===== config.mk =====
export PLATFORM = sky130hd
export DESIGN_NAME = vrr_vtiming
export DESIGN_NICKNAME = d
export VERILOG_FILES = /design/src/rtl/vrr_pkg.sv /design/src/rtl/vrr_regs.sv /design/src/rtl/vrr_window.sv /design/src/rtl/vrr_line_engine.sv /design/src/rtl/vrr_vtiming.sv
export SDC_FILE = /design/constraint.sdc
export NUM_CORES = 1
export LEC_CHECK = 0
export BUFFER_PORTS_ARGS = -buffer_cell sky130_fd_sc_hd__buf_2
export CAP_MARGIN = 20
export CORE_MARGIN = 3
export CORE_UTILIZATION = 33
export CTS_BUF_LIST = sky130_fd_sc_hd__clkbuf_16
export CTS_CLUSTER_DIAMETER = 150
export DETAILED_ROUTE_END_ITERATION = 8
export GPL_ROUTABILITY_DRIVEN = 0
export SLEW_MARGIN = 40
export SYNTH_ARGS = -nofsm -noshare
export SYNTH_HDL_FRONTEND = slang
export SYNTH_SLANG_ARGS = --single-unit

===== constraint.sdc =====
create_clock -name clk -period 6.1 [get_ports clk]
set_clock_uncertainty 0.1 [all_clocks]
set_input_delay 1.525 -clock clk [delete_from_list [all_inputs] [get_ports clk]]
set_output_delay 1.525 -clock clk [all_outputs]
set_load 0.01 [all_outputs]

===== src/rtl/vrr_pkg.sv =====
package vrr_pkg;
  localparam int ADDR_W = 3;

  typedef enum logic [ADDR_W-1:0] {
    A_CTRL = 3'd0,
    A_VMIN = 3'd1,
    A_VMAX = 3'd2,
    A_FLIP = 3'd3,
    A_PUSH = 3'd4,
    A_STAT = 3'd5
  } reg_addr_e;

  localparam int CTL_EN     = 0;
  localparam int CTL_FE     = 1;
  localparam int CTL_IGN    = 2;
  localparam int CTL_GB_LSB = 8;
  localparam int PSH_EN     = 0;
  localparam int PSH_SEND   = 1;

  typedef enum logic {PH_SCAN, PH_EXIT} phase_e;
endpackage


===== src/rtl/vrr_regs.sv =====
module vrr_regs import vrr_pkg::*; #(
  parameter int LINE_W   = 13,
  parameter int GB_W     = 8,
  parameter int DATA_W   = 32,
  parameter int RST_VMIN = 9,
  parameter int RST_VMAX = 19,
  parameter int RST_FLIP = 10,
  parameter int RST_GB   = 4
) (
  input  logic              clk,
  input  logic              rst_n,
  input  logic              wr,
  input  logic [ADDR_W-1:0] addr,
  input  logic [DATA_W-1:0] wdata,
  output logic [DATA_W-1:0] rdata,
  input  logic              live,
  input  logic              latch_now,
  input  logic              wrap_now,
  output logic [LINE_W-1:0] act_vmin,
  output logic [LINE_W-1:0] act_vmax,
  output logic [LINE_W-1:0] act_flip,
  output logic [GB_W-1:0]   act_gb,
  output logic              act_fe,
  output logic              ctrl_en,
  output logic              push_pend
);
  logic [LINE_W-1:0] arm_vmin, arm_vmax, arm_flip;
  logic [GB_W-1:0]   arm_gb;
  logic              arm_fe, ign_q, push_en_q;
  logic              wr_ctrl, wr_vmin, wr_vmax, wr_flip, wr_push, push_req, live_drop;

  always_comb begin
    wr_ctrl   = wr && (addr == A_CTRL);
    wr_vmin   = wr && (addr == A_VMIN);
    wr_vmax   = wr && (addr == A_VMAX);
    wr_flip   = wr && (addr == A_FLIP);
    wr_push   = wr && (addr == A_PUSH);
    push_req  = wr_push && wdata[PSH_EN] && wdata[PSH_SEND];
    live_drop = wrap_now && !ctrl_en;
  end

  // armed copies and unbuffered control bits
  always_ff @(posedge clk) begin
    if (!rst_n) begin
      arm_vmin  <= LINE_W'(RST_VMIN);
      arm_vmax  <= LINE_W'(RST_VMAX);
      arm_flip  <= LINE_W'(RST_FLIP);
      arm_gb    <= GB_W'(RST_GB);
      arm_fe    <= 1'b1;
      ctrl_en   <= 1'b0;
      ign_q     <= 1'b0;
      push_en_q <= 1'b0;
    end else begin
      if (wr_ctrl) begin
        ctrl_en <= wdata[CTL_EN];
        arm_fe  <= wdata[CTL_FE];
        ign_q   <= wdata[CTL_IGN];
        arm_gb  <= wdata[CTL_GB_LSB +: GB_W];
      end
      if (wr_vmin) arm_vmin <= wdata[LINE_W-1:0];
      if (wr_vmax) arm_vmax <= wdata[LINE_W-1:0];
      if (wr_flip) arm_flip <= wdata[LINE_W-1:0];
      if (wr_push) push_en_q <= wdata[PSH_EN];
    end
  end

  // active copies reload at the latch point
  always_ff @(posedge clk) begin
    if (!rst_n) begin
      act_vmin <= LINE_W'(RST_VMIN);
      act_vmax <= LINE_W'(RST_VMAX);
      act_flip <= LINE_W'(RST_FLIP);
      act_gb   <= GB_W'(RST_GB);
      act_fe   <= 1'b1;
    end else if (latch_now) begin
      act_vmin <= arm_vmin;
      act_vmax <= arm_vmax;
      act_flip <= arm_flip;
      act_gb   <= arm_gb;
      act_fe   <= arm_fe;
    end
  end

  // push request: dropped when live ends, set by software, consumed at exit start
  always_ff @(posedge clk) begin
    if (!rst_n)                 push_pend <= 1'b0;
    else if (live_drop)         push_pend <= 1'b0;
    else if (push_req && live)  push_pend <= 1'b1;
    else if (latch_now)         push_pend <= 1'b0;
  end

  always_comb begin
    rdata = '0;
    case (addr)
      A_CTRL: begin
        rdata[CTL_EN]               = ctrl_en;
        rdata[CTL_FE]               = arm_fe;
        rdata[CTL_IGN]              = ign_q;
        rdata[CTL_GB_LSB +: GB_W]   = arm_gb;
      end
      A_VMIN: rdata[LINE_W-1:0] = arm_vmin;
      A_VMAX: rdata[LINE_W-1:0] = arm_vmax;
      A_FLIP: rdata[LINE_W-1:0] = arm_flip;
      A_PUSH: begin
        rdata[PSH_EN]   = push_en_q;
        rdata[PSH_SEND] = push_pend;
      end
      A_STAT: rdata[0] = live;
      default: rdata = '0;
    endcase
  end

  p_push_consumed_r7: assert property (@(posedge clk) disable iff (!rst_n)
    (latch_now && !push_req) |=> !push_pend);
  p_push_needs_live_r8: assert property (@(posedge clk) disable iff (!rst_n)
    !live |-> !push_pend);
  p_active_hold_r10: assert property (@(posedge clk) disable iff (!rst_n)
    !latch_now |=> ($stable(act_vmax) && $stable(act_flip) && $stable(act_gb)));
endmodule


===== src/rtl/vrr_window.sv =====
module vrr_window #(
  parameter int LINE_W = 13,
  parameter int GB_W   = 8
) (
  input  logic [LINE_W-1:0] act_vmin,
  input  logic [LINE_W-1:0] act_vmax,
  input  logic [LINE_W-1:0] act_flip,
  input  logic [GB_W-1:0]   act_gb,
  input  logic              act_fe,
  output logic [LINE_W-1:0] early_line,
  output logic [LINE_W-1:0] late_line,
  output logic [LINE_W-1:0] gb_eff
);
  localparam logic [LINE_W-1:0] ONE = LINE_W'(1);
  localparam logic [LINE_W-1:0] TWO = LINE_W'(2);
  logic [LINE_W-1:0] shortest;

  always_comb begin
    gb_eff     = (act_gb == '0) ? ONE : LINE_W'(act_gb);
    shortest   = act_fe ? (act_flip + ONE) : (act_vmin + TWO);
    early_line = shortest - gb_eff;
    late_line  = act_vmax + ONE - gb_eff;
  end
endmodule


===== src/rtl/vrr_line_engine.sv =====
module vrr_line_engine import vrr_pkg::*; #(
  parameter int LINE_W = 13
) (
  input  logic              clk,
  input  logic              rst_n,
  input  logic              line_tick,
  input  logic [LINE_W-1:0] early_line,
  input  logic [LINE_W-1:0] late_line,
  input  logic [LINE_W-1:0] gb_eff,
  input  logic              push_pend,
  input  logic              ctrl_en,
  output logic [LINE_W-1:0] line_q,
  output logic              latch_o,
  output logic              frame_o,
  output logic              live_o,
  output logic              start_now,
  output logic              wrap_now
);
  phase_e            phase_q;
  logic [LINE_W-1:0] end_q, nxt;

  always_comb begin
    nxt       = line_q + LINE_W'(1);
    start_now = line_tick && (phase_q == PH_SCAN) &&
                ((nxt >= late_line) || (push_pend && (nxt >= early_line)));
    wrap_now  = line_tick && (phase_q == PH_EXIT) && (nxt == end_q);
  end

  always_ff @(posedge clk) begin
    if (!rst_n) begin
      line_q  <= '0;
      end_q   <= '0;
      phase_q <= PH_SCAN;
      latch_o <= 1'b0;
      frame_o <= 1'b0;
      live_o  <= 1'b0;
    end else begin
      latch_o <= start_now;
      frame_o <= wrap_now;
      if (line_tick) line_q <= wrap_now ? '0 : nxt;
      if (start_now) begin
        phase_q <= PH_EXIT;
        end_q   <= nxt + gb_eff;
      end
      if (wrap_now) begin
        phase_q <= PH_SCAN;
        live_o  <= ctrl_en;
      end
    end
  end

  p_pulse_excl_r6: assert property (@(posedge clk) disable iff (!rst_n)
    !(latch_o && frame_o));
  p_frame_line0_r6: assert property (@(posedge clk) disable iff (!rst_n)
    frame_o |-> (line_q == '0));
  p_live_boundary_r9: assert property (@(posedge clk) disable iff (!rst_n)
    !wrap_now |=> $stable(live_o));
  p_exit_bound_r3: assert property (@(posedge clk) disable iff (!rst_n)
    (phase_q == PH_EXIT) |-> (line_q < end_q));
endmodule


===== src/rtl/vrr_vtiming.sv =====
module vrr_vtiming #(
  parameter int LINE_W   = 13,
  parameter int GB_W     = 8,
  parameter int DATA_W   = 32,
  parameter int RST_VMIN = 9,
  parameter int RST_VMAX = 19,
  parameter int RST_FLIP = 10,
  parameter int RST_GB   = 4
) (
  input  logic                        clk,
  input  logic                        rst_n,
  input  logic                        line_tick,
  input  logic                        reg_wr,
  input  logic [vrr_pkg::ADDR_W-1:0]  reg_addr,
  input  logic [DATA_W-1:0]           reg_wdata,
  output logic [DATA_W-1:0]           reg_rdata,
  output logic [LINE_W-1:0]           cur_line,
  output logic                        latch_strobe,
  output logic                        frame_start,
  output logic                        vrr_live
);
  logic [LINE_W-1:0] act_vmin, act_vmax, act_flip, early_line, late_line, gb_eff;
  logic [GB_W-1:0]   act_gb;
  logic              act_fe, ctrl_en, push_pend, start_now, wrap_now;

  vrr_regs #(
    .LINE_W(LINE_W), .GB_W(GB_W), .DATA_W(DATA_W),
    .RST_VMIN(RST_VMIN), .RST_VMAX(RST_VMAX), .RST_FLIP(RST_FLIP), .RST_GB(RST_GB)
  ) u_regs (
    .clk(clk), .rst_n(rst_n), .wr(reg_wr), .addr(reg_addr), .wdata(reg_wdata),
    .rdata(reg_rdata), .live(vrr_live), .latch_now(start_now), .wrap_now(wrap_now),
    .act_vmin(act_vmin), .act_vmax(act_vmax), .act_flip(act_flip), .act_gb(act_gb),
    .act_fe(act_fe), .ctrl_en(ctrl_en), .push_pend(push_pend)
  );

  vrr_window #(.LINE_W(LINE_W), .GB_W(GB_W)) u_window (
    .act_vmin(act_vmin), .act_vmax(act_vmax), .act_flip(act_flip), .act_gb(act_gb),
    .act_fe(act_fe), .early_line(early_line), .late_line(late_line), .gb_eff(gb_eff)
  );

  vrr_line_engine #(.LINE_W(LINE_W)) u_engine (
    .clk(clk), .rst_n(rst_n), .line_tick(line_tick), .early_line(early_line),
    .late_line(late_line), .gb_eff(gb_eff), .push_pend(push_pend), .ctrl_en(ctrl_en),
    .line_q(cur_line), .latch_o(latch_strobe), .frame_o(frame_start), .live_o(vrr_live),
    .start_now(start_now), .wrap_now(wrap_now)
  );
endmodule


======== Word-level counts from Yosys, hierarchy flattened ========
Index checks and enable logic that the tools add are counted.
storage, ports and cells
  register bits ........................... 130
  input port bits ......................... 39
  output and inout bits ................... 48
  logic and storage cells ................. 69
cells by class
  add/sub/neg operators ................... 7
  $lt $le $gt $ge ......................... 2
  eq/ne operators ......................... 6
  multiplexer cells ....................... 11
  bitwise operators ....................... 2
  reduce and logical (&&, ||, !) cells .... 21
operator list
  kind                     number
  $add A13 B1 Y13 const B  3
  $ge A13 B13 Y1           2
  $mux W13                 2
  $sub A13 B13 Y13         2
  $pmux W5 S4              1
  $pmux W5 S3              1
  $logic_and A1 B1 Y1      14
  $add A13 B2 Y13 const B  1
  $add A13 B8 Y13          1
  $eq A13 B13 Y1           1
  $logic_not A8 Y1         1
  $mux W8                  1
  $eq A3 B2 Y1 const B     2
  $eq A3 B3 Y1 const B     2
  $pmux W1 S6              1
  $pmux W1 S5              1
  $pmux W1 S4              1
  $reduce_or A2 Y1         2
  $eq A3 B1 Y1 const B     1
  $logic_not A3 Y1         1
  $mux W3                  1
  $mux W1                  2
  $not A1 Y1               2
  $reduce_bool A2 Y1       1
  other kinds (2)          2

======== Depth between registers and ports, before layout ========
Gate-level depths: netlist of the first run.
  depth after elaboration ................. 9
  gate-level depth with buffers ........... 25
  depth with buffers taken out ............ 22

======== Hierarchy ========
From an unflattened synthesis of the first run, not the netlist that was laid out.
unflattened totals
  cells, all modules ...................... 1028
  area total of the unflattened synthesis .. 8834.7 um^2
modules (own cells, without submodules)
  module           instances  cells each  area each (um^2)  sequential area each (um^2)
  vrr_regs         1          456         4317.9            2001.9
  vrr_line_engine  1          335         2836.5            600.6
  vrr_window       1          237         1680.4            0.0

======== Worst setup path before layout of the first run ========
OpenSTA, ideal clock, no wires.
  kind .................................... register to register
  from .................................... reg u_regs.act_fe
  to ...................................... reg u_regs.act_fe
  setup time .............................. 129 ps
  arrival ................................. 5041 ps
  required time ........................... 5871 ps
  slack ................................... 830 ps
  cell stages (with the launch flop) ...... 25
  path buffers ............................ 5
  clock period less this slack ............ 5270 ps
  path through ............................ dfxtp_1 -> clkbuf_1 -> clkbuf_1 -> clkbuf_1 -> nand2_1 -> o21ai_0 -> ha_1 -> inv_1 -> fa_1 -> a21o_1 -> a21oi_1 -> nor2b_1 -> or4_1 -> o2111ai_1 -> nor2b_1 -> xnor2_1 -> ha_1 -> or2_2 -> o22ai_1 -> a211oi_1 -> o311ai_1 -> clkbuf_1 -> buf_2 -> mux2i_1 -> nand2_1
between the ends
  longest elaborated chain between the ends .. 6
RTL lines
  element                 RTL line               text
  from (decl)             vrr_regs.sv:23         output logic act_fe,
  from (signal assigned)  vrr_regs.sv:80         act_fe <= arm_fe;
  $mux W13                vrr_window.sv:20       shortest = act_fe ? (act_flip + ONE) : (act_vmin + TWO);
  $sub A13 B13 Y13        vrr_window.sv:21       early_line = shortest - gb_eff;
  $ge A13 B13 Y1          vrr_line_engine.sv:25  ((nxt >= late_line) || (push_pend && (nxt >= early_line)));
  $logic_and A1 B1 Y1     vrr_line_engine.sv:25
  $logic_or A1 B1 Y1      vrr_line_engine.sv:25
  $logic_and A1 B1 Y1     vrr_line_engine.sv:24  start_now = line_tick && (phase_q == PH_SCAN) &&
No other way between the ends.
A chain may end at the register's enable or synchronous reset.

======== Worst setup path after layout of the first run ========
  from .................................... reg u_regs.act_gb[3]
  to ...................................... reg u_regs.act_gb[2]
between the ends
  longest elaborated chain between the ends .. 7
  elaborated cells between the ends (all ways) .. 9
  classes of those cells .................. 2 x add/sub; 2 x order compare; 1 x mux; 4 x reduce/logical
RTL lines
  element                 RTL line               text
  from (decl)             vrr_regs.sv:22         output logic [GB_W-1:0] act_gb,
  from (signal assigned)  vrr_regs.sv:73         act_gb <= GB_W'(RST_GB);
  from (signal assigned)  vrr_regs.sv:79         act_gb <= arm_gb;
  $logic_not A8 Y1        vrr_window.sv:19       gb_eff = (act_gb == '0) ? ONE : LINE_W'(act_gb);
  $mux W8 *               vrr_window.sv:19
  $sub A13 B13 Y13        vrr_window.sv:21
  $ge A13 B13 Y1          vrr_line_engine.sv:25
  $logic_and A1 B1 Y1     vrr_line_engine.sv:25
  $logic_or A1 B1 Y1 *    vrr_line_engine.sv:25
  $logic_and A1 B1 Y1 *   vrr_line_engine.sv:24
Every way passes the cells marked *; elsewhere a longest branch is shown, timed or not.

==> impl_results.md, run 1 <==
- Largest incremental delay on the critical path: 0.55 ns
- Setup repair after global routing missed its margin: no
- CP Cell Sequence: buf_4, nor4_1, a21o_1, ha_1, inv_1, fa_1, a21o_1, a21oi_1, nor2b_1, or4_1, o2111ai_1, nor2b_1, xnor2_1, ha_1, or2_2, o22ai_1, a211oi_1, o311ai_4, buf_4, mux2i_1, nand2_1
- Max-slew violations: 0
- Tmin final: ~5.3 ns
- Maximum achievable frequency: 190 MHz
- Post-route clock period utilization: 86.3%
- Critical Setup Path Class: register to register
- Die height: 164 µm
- Clock Pin Slew Worst Setup and Hold Paths: 0.06 ns
- Number of nets in the finished design: 1139
- Sequential fraction of the synthesis area: roughly a third
- Number of stages on the worst hold path: 2
- Initial core utilization: about 34%
- DPL Wire Length: approximately 16000 µm
- Layout filler cell count: 2544
- Antenna-violating nets left: 0
- Routed vias: 6957
- Area fraction of the dominant cell type after synthesis: 31.4%
- Overall routing resource usage: 16.4%
- Highest-count cells in the layout ignoring fill and taps: sky130_fd_sc_hd__nand2_1 (142), sky130_fd_sc_hd__dfxtp_1 (129), sky130_fd_sc_hd__nor2_1 (92)
- Core occupancy in the finished layout: 38.2%
- Dominant register cell in the synthesized netlist: sky130_fd_sc_hd__dfxtp_1
- Largest net degree at the start of global routing: 97
- Reg-to-Reg End: u_regs.act_gb[2]$_SDFFE_PN1P_
- Post-synth ARST share: 0%
- Die Footprint: 27000 µm²
- Total wirelength of the detailed-routed design: 21600 µm
- Static power due to leakage: 4.30 nW
- Worst supply voltage drop on vdd: around 180 µV
- Ant. Diodes: 0
- Min-Delay Startpoint: u_regs.ign_q$_SDFFE_PN0P_
- Cts-stage hold buffer count: 0
- Outcome: finished, final reports clean
- Number of warnings reported in the yosys synthesis log: 0
- Worst EP arrival: 5.44 ns
- Die width: 164 µm
- Startpoint of the most critical register-to-register path: u_regs.act_gb[3]$_SDFFE_PN0P_
- Inserted Clock Buffers: 17
- Antenna violations before repair: 0
- Most frequent standard cell in the layout excluding fill and tap cells: sky130_fd_sc_hd__nand2_1
- Per-instance average area after synthesis: 8.24 µm²
- Layout Area Growth over Synthesis: 13.2%
- Share of post-route cells with drive strength above 1: 11.8%
- Wire length of the first global-routing pass: 35200 µm
- Number of cell instances on the worst register-to-register path: 21
- DRC viols: 0
- First DRT Iteration DRCs: 406
- CTS-repair resized insts: 0
- Reg2reg setup slack: 0.83 ns
- Post-Place Cells: 1338
- Classification of the worst-slack hold path: register to register
- Hold Vio Cnt, Final: 0
- Clock root buffer master: sky130_fd_sc_hd__clkbuf_16
- Buffers on Ports: 54
- H-tree Lvls: 4
- Clock tree from TritonCTS: built
- Library cells used by synthesis: 70
- Fin Setup TNS: 0 ns
- Largest fanout of any net on the critical path: 14
- Remaining max-slew budget at the tightest pin: a little under half
- Mapped cell area: 8290 µm²
- Biggest area contributors in the synthesized netlist: sky130_fd_sc_hd__dfxtp_1 (31%), sky130_fd_sc_hd__ha_1 (9.7%), sky130_fd_sc_hd__mux2i_1 (8.0%)
- Cell Count, Final, Fillers Out: about 1.4k
- Total power divided by cell area: 214 nW/µm²
- GR Overflow Total: 0
- Flip-flop and latch count after synthesis: 130
- Drt via density: 5.08
- Power Total: 2.01 mW
- Cell type with the largest total area after synthesis: sky130_fd_sc_hd__dfxtp_1
- FP Rows: 57
- Number of instances in the synthesized netlist: between 1k and 1.5k
- Reported max-cap violation count: 0
- Core Box Area: 24500 µm²
- Worst Max-Slew Pin Slew: 0.802 ns
- Number of global-route vias before repair: 6714
- Critical path launch point type: register
- Required time of the critical path: 6.27 ns
- Final routed wire length divided by cell count: about 16 µm
- Final setup violation count: 0
- I/O pins: 87
- EDFF count, synth: 0
- Setup repair bufs after CTS: 0
- Slowest cell on the critical path: sky130_fd_sc_hd__o311ai_4
- Clock Path Buffers: 2
- Worst hold path endpoint: u_regs.ign_q$_SDFFE_PN0P_
- Crit path capture type: register
- Insertion delay to the later sink of the worst-skew pair: 0.42 ns
- DRT Pass-1 Iters: 5
- Clock Sink Count: 130
-- cells in the mapped netlist (10+ instances only) --
| cell | count |
|---|---|
| sky130_fd_sc_hd__nor3_1 | 13 |
| sky130_fd_sc_hd__nor2_1 | 93 |
| sky130_fd_sc_hd__o21ai_0 | 29 |
| sky130_fd_sc_hd__inv_1 | 47 |
| sky130_fd_sc_hd__mux2i_1 | 66 |
| sky130_fd_sc_hd__nand2_1 | 142 |
| sky130_fd_sc_hd__nand4_1 | 10 |
| sky130_fd_sc_hd__ha_1 | 64 |
| sky130_fd_sc_hd__xor2_1 | 29 |
| sky130_fd_sc_hd__buf_4 | 16 |
| sky130_fd_sc_hd__nor2b_1 | 15 |
| sky130_fd_sc_hd__dfxtp_1 | 130 |
| sky130_fd_sc_hd__clkbuf_1 | 44 |
| sky130_fd_sc_hd__nand3_1 | 34 |
| sky130_fd_sc_hd__xnor2_1 | 45 |
| sky130_fd_sc_hd__and3_1 | 11 |
| sky130_fd_sc_hd__a21oi_1 | 73 |
| sky130_fd_sc_hd__and2_1 | 13 |
| sky130_fd_sc_hd__o211ai_1 | 12 |
-- state kept, by name (all words and copies together), names as in the netlist, 8 cells and up --
signal	flops
u_regs.act_vmin	13
u_regs.act_vmax	13
u_regs.act_gb	8
u_engine.end_q	13
u_regs.arm_vmax	13
u_regs.arm_vmin	13
u_regs.act_flip	13
u_regs.arm_flip	13
u_engine.line_q	13
u_regs.arm_gb	8
-- critical path: cells and delay by family, from the launching register on --
family                   cells  cell delay (ns)
flip-flops                   1             0.30
buffers and inverters        3             0.55
AO/OA/AOI/OAI                7             1.55
multiplexers                 1             0.24
AND/OR/NAND/NOR              6             1.35
adder cells (fa/ha/maj)      3             0.87
XOR/XNOR                     1             0.18
-- report_power, final --
| group | total, mW | internal, mW | switching, mW |
|---|---|---|---|
| registers | 0.869 | 0.858 | 0.0101 |
| logic | 0.101 | 0.0335 | 0.0677 |
| clock network | 1.04 | 0.640 | 0.396 |
-- how the worst max path moves through the flow --
| stage | startpoint | end | slack (ns) | cells past startpoint |
|---|---|---|---|---|
| CTS | u_regs.act_fe$_SDFFE_PN1P_ | u_regs.act_gb[2]$_SDFFE_PN1P_ | 0.62 | 20 |
| floorplan | u_regs.act_fe$_SDFFE_PN1P_ | u_regs.act_fe$_SDFFE_PN1P_ | 0.83 | 24 |
| detailed placement | u_regs.act_fe$_SDFFE_PN1P_ | u_regs.act_gb[5]$_SDFFE_PN0P_ | 0.69 | 20 |
| global placement | u_regs.act_fe$_SDFFE_PN1P_ | u_engine.end_q[1]$_SDFFE_PN0P_ | 0.73 | 20 |
| global route | u_regs.act_gb[3]$_SDFFE_PN0P_ | u_regs.act_gb[2]$_SDFFE_PN1P_ | 0.47 | 22 |
| finish | u_regs.act_gb[3]$_SDFFE_PN0P_ | u_regs.act_gb[2]$_SDFFE_PN1P_ | 0.83 | 21 |
-- cell type report --
class                   instances  area (µm²)  area share, %
clock inverters                15         170           1.81
well taps                     324         405           4.32
repair buffers                 64         374           3.99
clock buffers                  17         425           4.54
inverters                      48         180           1.92
flip-flops and latches        130        2600           27.8
multi-input cells             772        5220           55.7
-- per-stage QoR --
stage	area, µm²	hold WS, ns	worst slack, ns
after floorplan	8340	0.333	0.830
after global placement	8770	0.340	0.728
after global routing	9380	0.384	0.475
after detailed placement	8780	0.356	0.688
final	9380	0.362	0.833
after CTS	9380	0.361	0.617
-- kinds of logic (layout without fill, tap and decap cells) --
group / Yosys count / after routing / synth area share, %
AND/OR/NAND/NOR: 374 / 374 / 21.1
adder cells (fa/ha/maj): 67 / 67 / 10.4
flip-flops: 130 / 130 / 31.4
XOR/XNOR: 75 / 75 / 8.15
AO/OA/AOI/OAI: 163 / 163 / 12.1
other: 1 / 16 / 0.0453
multiplexers: 77 / 77 / 10.3
buffers and inverters: 119 / 144 / 6.54
-- routing by layer --
layer  global-route usage [%]  up-vias  wire, µm
met2                     27.2      154     10200
met4                     5.45        0       448
met3                     3.01       29       844
li1                         -     3504         -
met1                     21.6     3270     10200
met5                        0        -         0
(Power assumes the default switching activity.)
==> run 2, diff against run 1 <==
- ABC_AREA: unset -> 1
==> run 2 against run 1 <==
  * Synthesized area is 3.5% higher
  * Combinational power grew to 19 times the previous value
  * First-iteration DRC count increased by 40%
  * Largest power group is now combinational logic
==> impl_results.md, run 2 <==
- Outcome: finished, final reports clean (unchanged)
- Slowest cell on the critical path: sky130_fd_sc_hd__buf_4 (was sky130_fd_sc_hd__o311ai_4)
- Required time of the critical path: 6.32 ns (was 6.27 ns)
- Clock Sink Count: 130 (unchanged)
- Synth Area in Compound Gates: 13.5% (was 12.1%)
- Die Footprint: 28000 µm² (was 27000 µm²)
- Highest-count cells in the layout ignoring fill and taps: sky130_fd_sc_hd__nor2_1 (222), sky130_fd_sc_hd__nand2_1 (220), sky130_fd_sc_hd__dfxtp_1 (130) (was sky130_fd_sc_hd__nand2_1 (142), sky130_fd_sc_hd__dfxtp_1 (129), sky130_fd_sc_hd__nor2_1 (92))
- Cts-stage hold buffer count: 0 (unchanged)
- Largest net degree at the start of global routing: 104 (was 97)
- Hold Vio Cnt, Final: 0 (unchanged)
- Maximum achievable frequency: 208 MHz (was 190 MHz)
- Worst EP arrival: 5.03 ns (was 5.44 ns)
- Layout Area Growth over Synthesis: 11.9% (was 13.2%)
- Static power due to leakage: 4.56 nW (was 4.30 nW)
- Tmin final: 4.80 ns (was 5.27 ns)
- Min-Delay Startpoint: u_regs.ign_q$_SDFFE_PN0P_ (unchanged)
- Overall routing resource usage: 16.8% (was 16.4%)
- Relative contribution of sequential cells to total power: 26.4% (was 43.3%)
- Reg2reg setup slack: 1.30 ns (was 0.83 ns)
- I/O pins: 87 (unchanged)
- Number of global-route vias before repair: 7606 (was 6714)
- Share of post-route cells with drive strength above 1: 11.3% (was 11.8%)
- Internal portion of total power: 2.21 mW (was 1.53 mW)
- Startpoint of the most critical register-to-register path: u_regs.act_gb[1]$_SDFFE_PN0P_ (was u_regs.act_gb[3]$_SDFFE_PN0P_)
- Adder-cell share of the synthesized area: 10.0% (was 10.4%)
- Buffers on Ports: 54 (unchanged)
- Total wirelength of the detailed-routed design: 23700 µm (was 21600 µm)
- Most frequent cells after synthesis: sky130_fd_sc_hd__nor2_1 (224), sky130_fd_sc_hd__nand2_1 (221), sky130_fd_sc_hd__dfxtp_1 (130), sky130_fd_sc_hd__o21ai_0 (122), sky130_fd_sc_hd__inv_1 (118) (was sky130_fd_sc_hd__nand2_1 (142), sky130_fd_sc_hd__dfxtp_1 (130), sky130_fd_sc_hd__nor2_1 (93), sky130_fd_sc_hd__a21oi_1 (73), sky130_fd_sc_hd__mux2i_1 (66))
- FP Rows: 58 (was 57)
- Clock root buffer master: sky130_fd_sc_hd__clkbuf_16 (unchanged)
- Total net switching power: 1.68 mW (was 0.474 mW)
- Die height: 167 µm (was 164 µm)
- Core occupancy in the finished layout: 37.8% (was 38.2%)
- Crit-path most repeated cell: sky130_fd_sc_hd__nand2_1
- Fraction of power consumed by the clock network: 25.4% (was 51.7%)
- Combinational Power Share: 48.2% (was 5.0%)
- Number of instances in the synthesized netlist: 1258 (was 1006)
- Number of nets in the finished design: 1390 (was 1139)
- DRT Pass-1 Iters: 6 (was 5)
- Flip-flop and latch count after synthesis: 130 (unchanged)
- CTS-repair resized insts: 0 (unchanged)
- Insertion delay to the later sink of the worst-skew pair: 0.43 ns (was 0.42 ns)
- Worst hold path endpoint: u_regs.ign_q$_SDFFE_PN0P_ (unchanged)
- Setup repair after global routing missed its margin: no (unchanged)
- GR Overflow Total: 0 (unchanged)
- Fin Setup TNS: 0 ns (unchanged)
- Die width: 167 µm (was 164 µm)
- Area fraction of the dominant cell type after synthesis: 30.3% (was 31.4%)
- Core Box Area: 25400 µm² (was 24500 µm²)
- Dominant register cell in the synthesized netlist: sky130_fd_sc_hd__dfxtp_1 (unchanged)
- Library cell with the highest instance count after synthesis: sky130_fd_sc_hd__nor2_1 (was sky130_fd_sc_hd__nand2_1)
- Final routed wire length divided by cell count: 14.6 µm (was 15.8 µm)
- Largest fanout of any net on the critical path: 61 (was 14)
- Post-synth ARST share: 0% (unchanged)
- First DRT Iteration DRCs: 570 (was 406)
- Multiplexer share of the synthesized area: 0% (was 10.3%)
- Number of cell instances on the worst register-to-register path: 28 (was 21)
- Final setup violation count: 0 (unchanged)
- Number of stages on the worst hold path: 2 (unchanged)
- Power Total: 3.89 mW (was 2.01 mW)
- Layout filler cell count: 2715 (was 2544)
- Reg-to-Reg End: u_engine.end_q[11]$_SDFFE_PN0P_ (was u_regs.act_gb[2]$_SDFFE_PN1P_)
- Xor/xnor share of the synthesized area: 4.13% (was 8.15%)
- Critical Path Start: u_regs.act_gb[1]$_SDFFE_PN0P_ (was u_regs.act_gb[3]$_SDFFE_PN0P_)
- Inserted Clock Buffers: 17 (unchanged)
- DPL Wire Length: 17900 µm (was 16100 µm)
- Max-slew violations: 0 (unchanged)
- Antenna violations before repair: 1 (was 0)
- Most frequent standard cell in the layout excluding fill and tap cells: sky130_fd_sc_hd__nor2_1 (was sky130_fd_sc_hd__nand2_1)
- Critical Setup Path Class: register to register (unchanged)
- Clock tree from TritonCTS: built (unchanged)
- Switching share of power: 43.2% (was 23.6%)
- Final hold slack: 0.355 ns (was 0.362 ns)
- Number of warnings reported in the yosys synthesis log: 0 (unchanged)
- Mapped cell area: 8580 µm² (was 8290 µm²)
- Worst supply voltage drop on vdd: 214 µV (was 182 µV)
- EDFF count, synth: 0 (unchanged)
- Setup repair bufs after CTS: 0 (unchanged)
- Cell type with the largest total area after synthesis: sky130_fd_sc_hd__dfxtp_1 (unchanged)
- Worst Max-Slew Pin Slew: 0.685 ns (was 0.802 ns)
- Clock Pin Slew Worst Setup and Hold Paths: 0.06 ns (about the same)
- Sequential fraction of the synthesis area: 30.3% (was 31.4%)
- Library cells used by synthesis: 45 (was 70)
- Antenna-violating nets left: 0 (unchanged)
- Clock Path Buffers: 2 (unchanged)
- Per-instance average area after synthesis: 6.82 µm² (was 8.24 µm²)
- Main combinational cell family by area after synthesis: simple AND/OR/NAND/NOR gates (unchanged)
- Initial core utilization: 33.8% (about the same)
- Total power divided by cell area: 406 nW/µm² (was 214 nW/µm²)
- Wire length of the first global-routing pass: 38600 µm (was 35200 µm)
- Simple-gate portion of the synthesized area: 32.9% (was 21.1%)
- Largest incremental delay on the critical path: 0.53 ns (was 0.55 ns)
- Classification of the worst-slack hold path: register to register (unchanged)
- H-tree Lvls: 4 (unchanged)
- Drt via density: 4.98 (was 5.08)
- Remaining max-slew budget at the tightest pin: 54.2% (was 46.5%)
- Routed vias: 8099 (was 6957)
- Reported max-cap violation count: 0 (unchanged)
- Post-route clock period utilization: 78.8% (was 86.3%)
- Crit path capture type: register (unchanged)
- Critical path launch point type: register (unchanged)
- DRC viols: 0 (unchanged)
- Biggest area contributors in the synthesized netlist: sky130_fd_sc_hd__dfxtp_1 (30%), sky130_fd_sc_hd__nor2_1 (9.8%), sky130_fd_sc_hd__nand2_1 (9.7%) (was sky130_fd_sc_hd__dfxtp_1 (31%), sky130_fd_sc_hd__ha_1 (9.7%), sky130_fd_sc_hd__mux2i_1 (8.0%))
- Ant. Diodes: 0 (unchanged)
==> run 2: worst max-delay path by stage <==
stage                                                  to  slack [ns]
final                     u_engine.end_q[11]$_SDFFE_PN0P_        1.30
after global routing      u_engine.end_q[11]$_SDFFE_PN0P_        0.81
after CTS                 u_engine.end_q[11]$_SDFFE_PN0P_        1.24
after detailed placement  u_engine.end_q[11]$_SDFFE_PN0P_        1.24
after global placement    u_engine.end_q[11]$_SDFFE_PN0P_        1.31
after floorplan                             reg_rdata[11]        2.13
==> run 2: layer usage <==
metal  vias to the layer above  GRT usage [%]  part of all wire (%)
met5                         -              0                 0.030
met4                         2           4.94                   1.8
met3                        32           3.71                   5.9
met2                       217           26.2                    44
met1                      3694           23.5                    48
li1                       4154              -                     -
==> run 2: power by group through the flow <==
| stage | clock network (mW) | logic, mW | registers, mW |
|---|---|---|---|
| after floorplan | 0 | 1.51 | 1.01 |
| after global placement | 0 | 1.83 | 1.04 |
| after detailed placement | 0 | 1.87 | 1.05 |
| after CTS | 1.01 | 1.88 | 1.03 |
| after global routing | 1.05 | 2.17 | 1.04 |
| final | 0.989 | 1.88 | 1.03 |
==> run 2: cell families (layout without fill, tap and decap cells) <==
logic type	Yosys count	count (layout)
AO/OA/AOI/OAI	215	215
adder cells (fa/ha/maj)	67	67
buffers and inverters	189	213
other	1	16
AND/OR/NAND/NOR	619	619
flip-flops	130	130
XOR/XNOR	37	37
==> run 2: final cells by class <==
| cell class | count | area, µm² | share of cell area [%] |
|---|---|---|---|
| timing repair buffer | 58 | 307 | 3.19 |
| multi-input combinational | 954 | 5260 | 54.8 |
| inverter | 123 | 462 | 4.81 |
| sequential | 130 | 2600 | 27.1 |
| clock buffer | 17 | 425 | 4.43 |
| clock inverter | 15 | 131 | 1.37 |
| tap | 330 | 413 | 4.30 |
==> run 2: metrics by stage <==
step | instance area, µm² | setup WS [ns] | std cells
floorplan | 8640 | 2.13 | 1273
global placement | 9030 | 1.31 | 1595
detailed placement | 9040 | 1.24 | 1595
CTS | 9590 | 1.24 | 1627
global route | 9600 | 0.812 | 1627
finish | 9600 | 1.30 | 1627
==> run 2: worst max-delay path, delay by kind of cell, from the launching register on <==
family | cells | cell delay (ns)
AO/OA/AOI/OAI | 3 | 0.44
adder cells (fa/ha/maj) | 3 | 0.91
buffers and inverters | 6 | 0.99
flip-flops | 1 | 0.38
AND/OR/NAND/NOR | 16 | 1.87
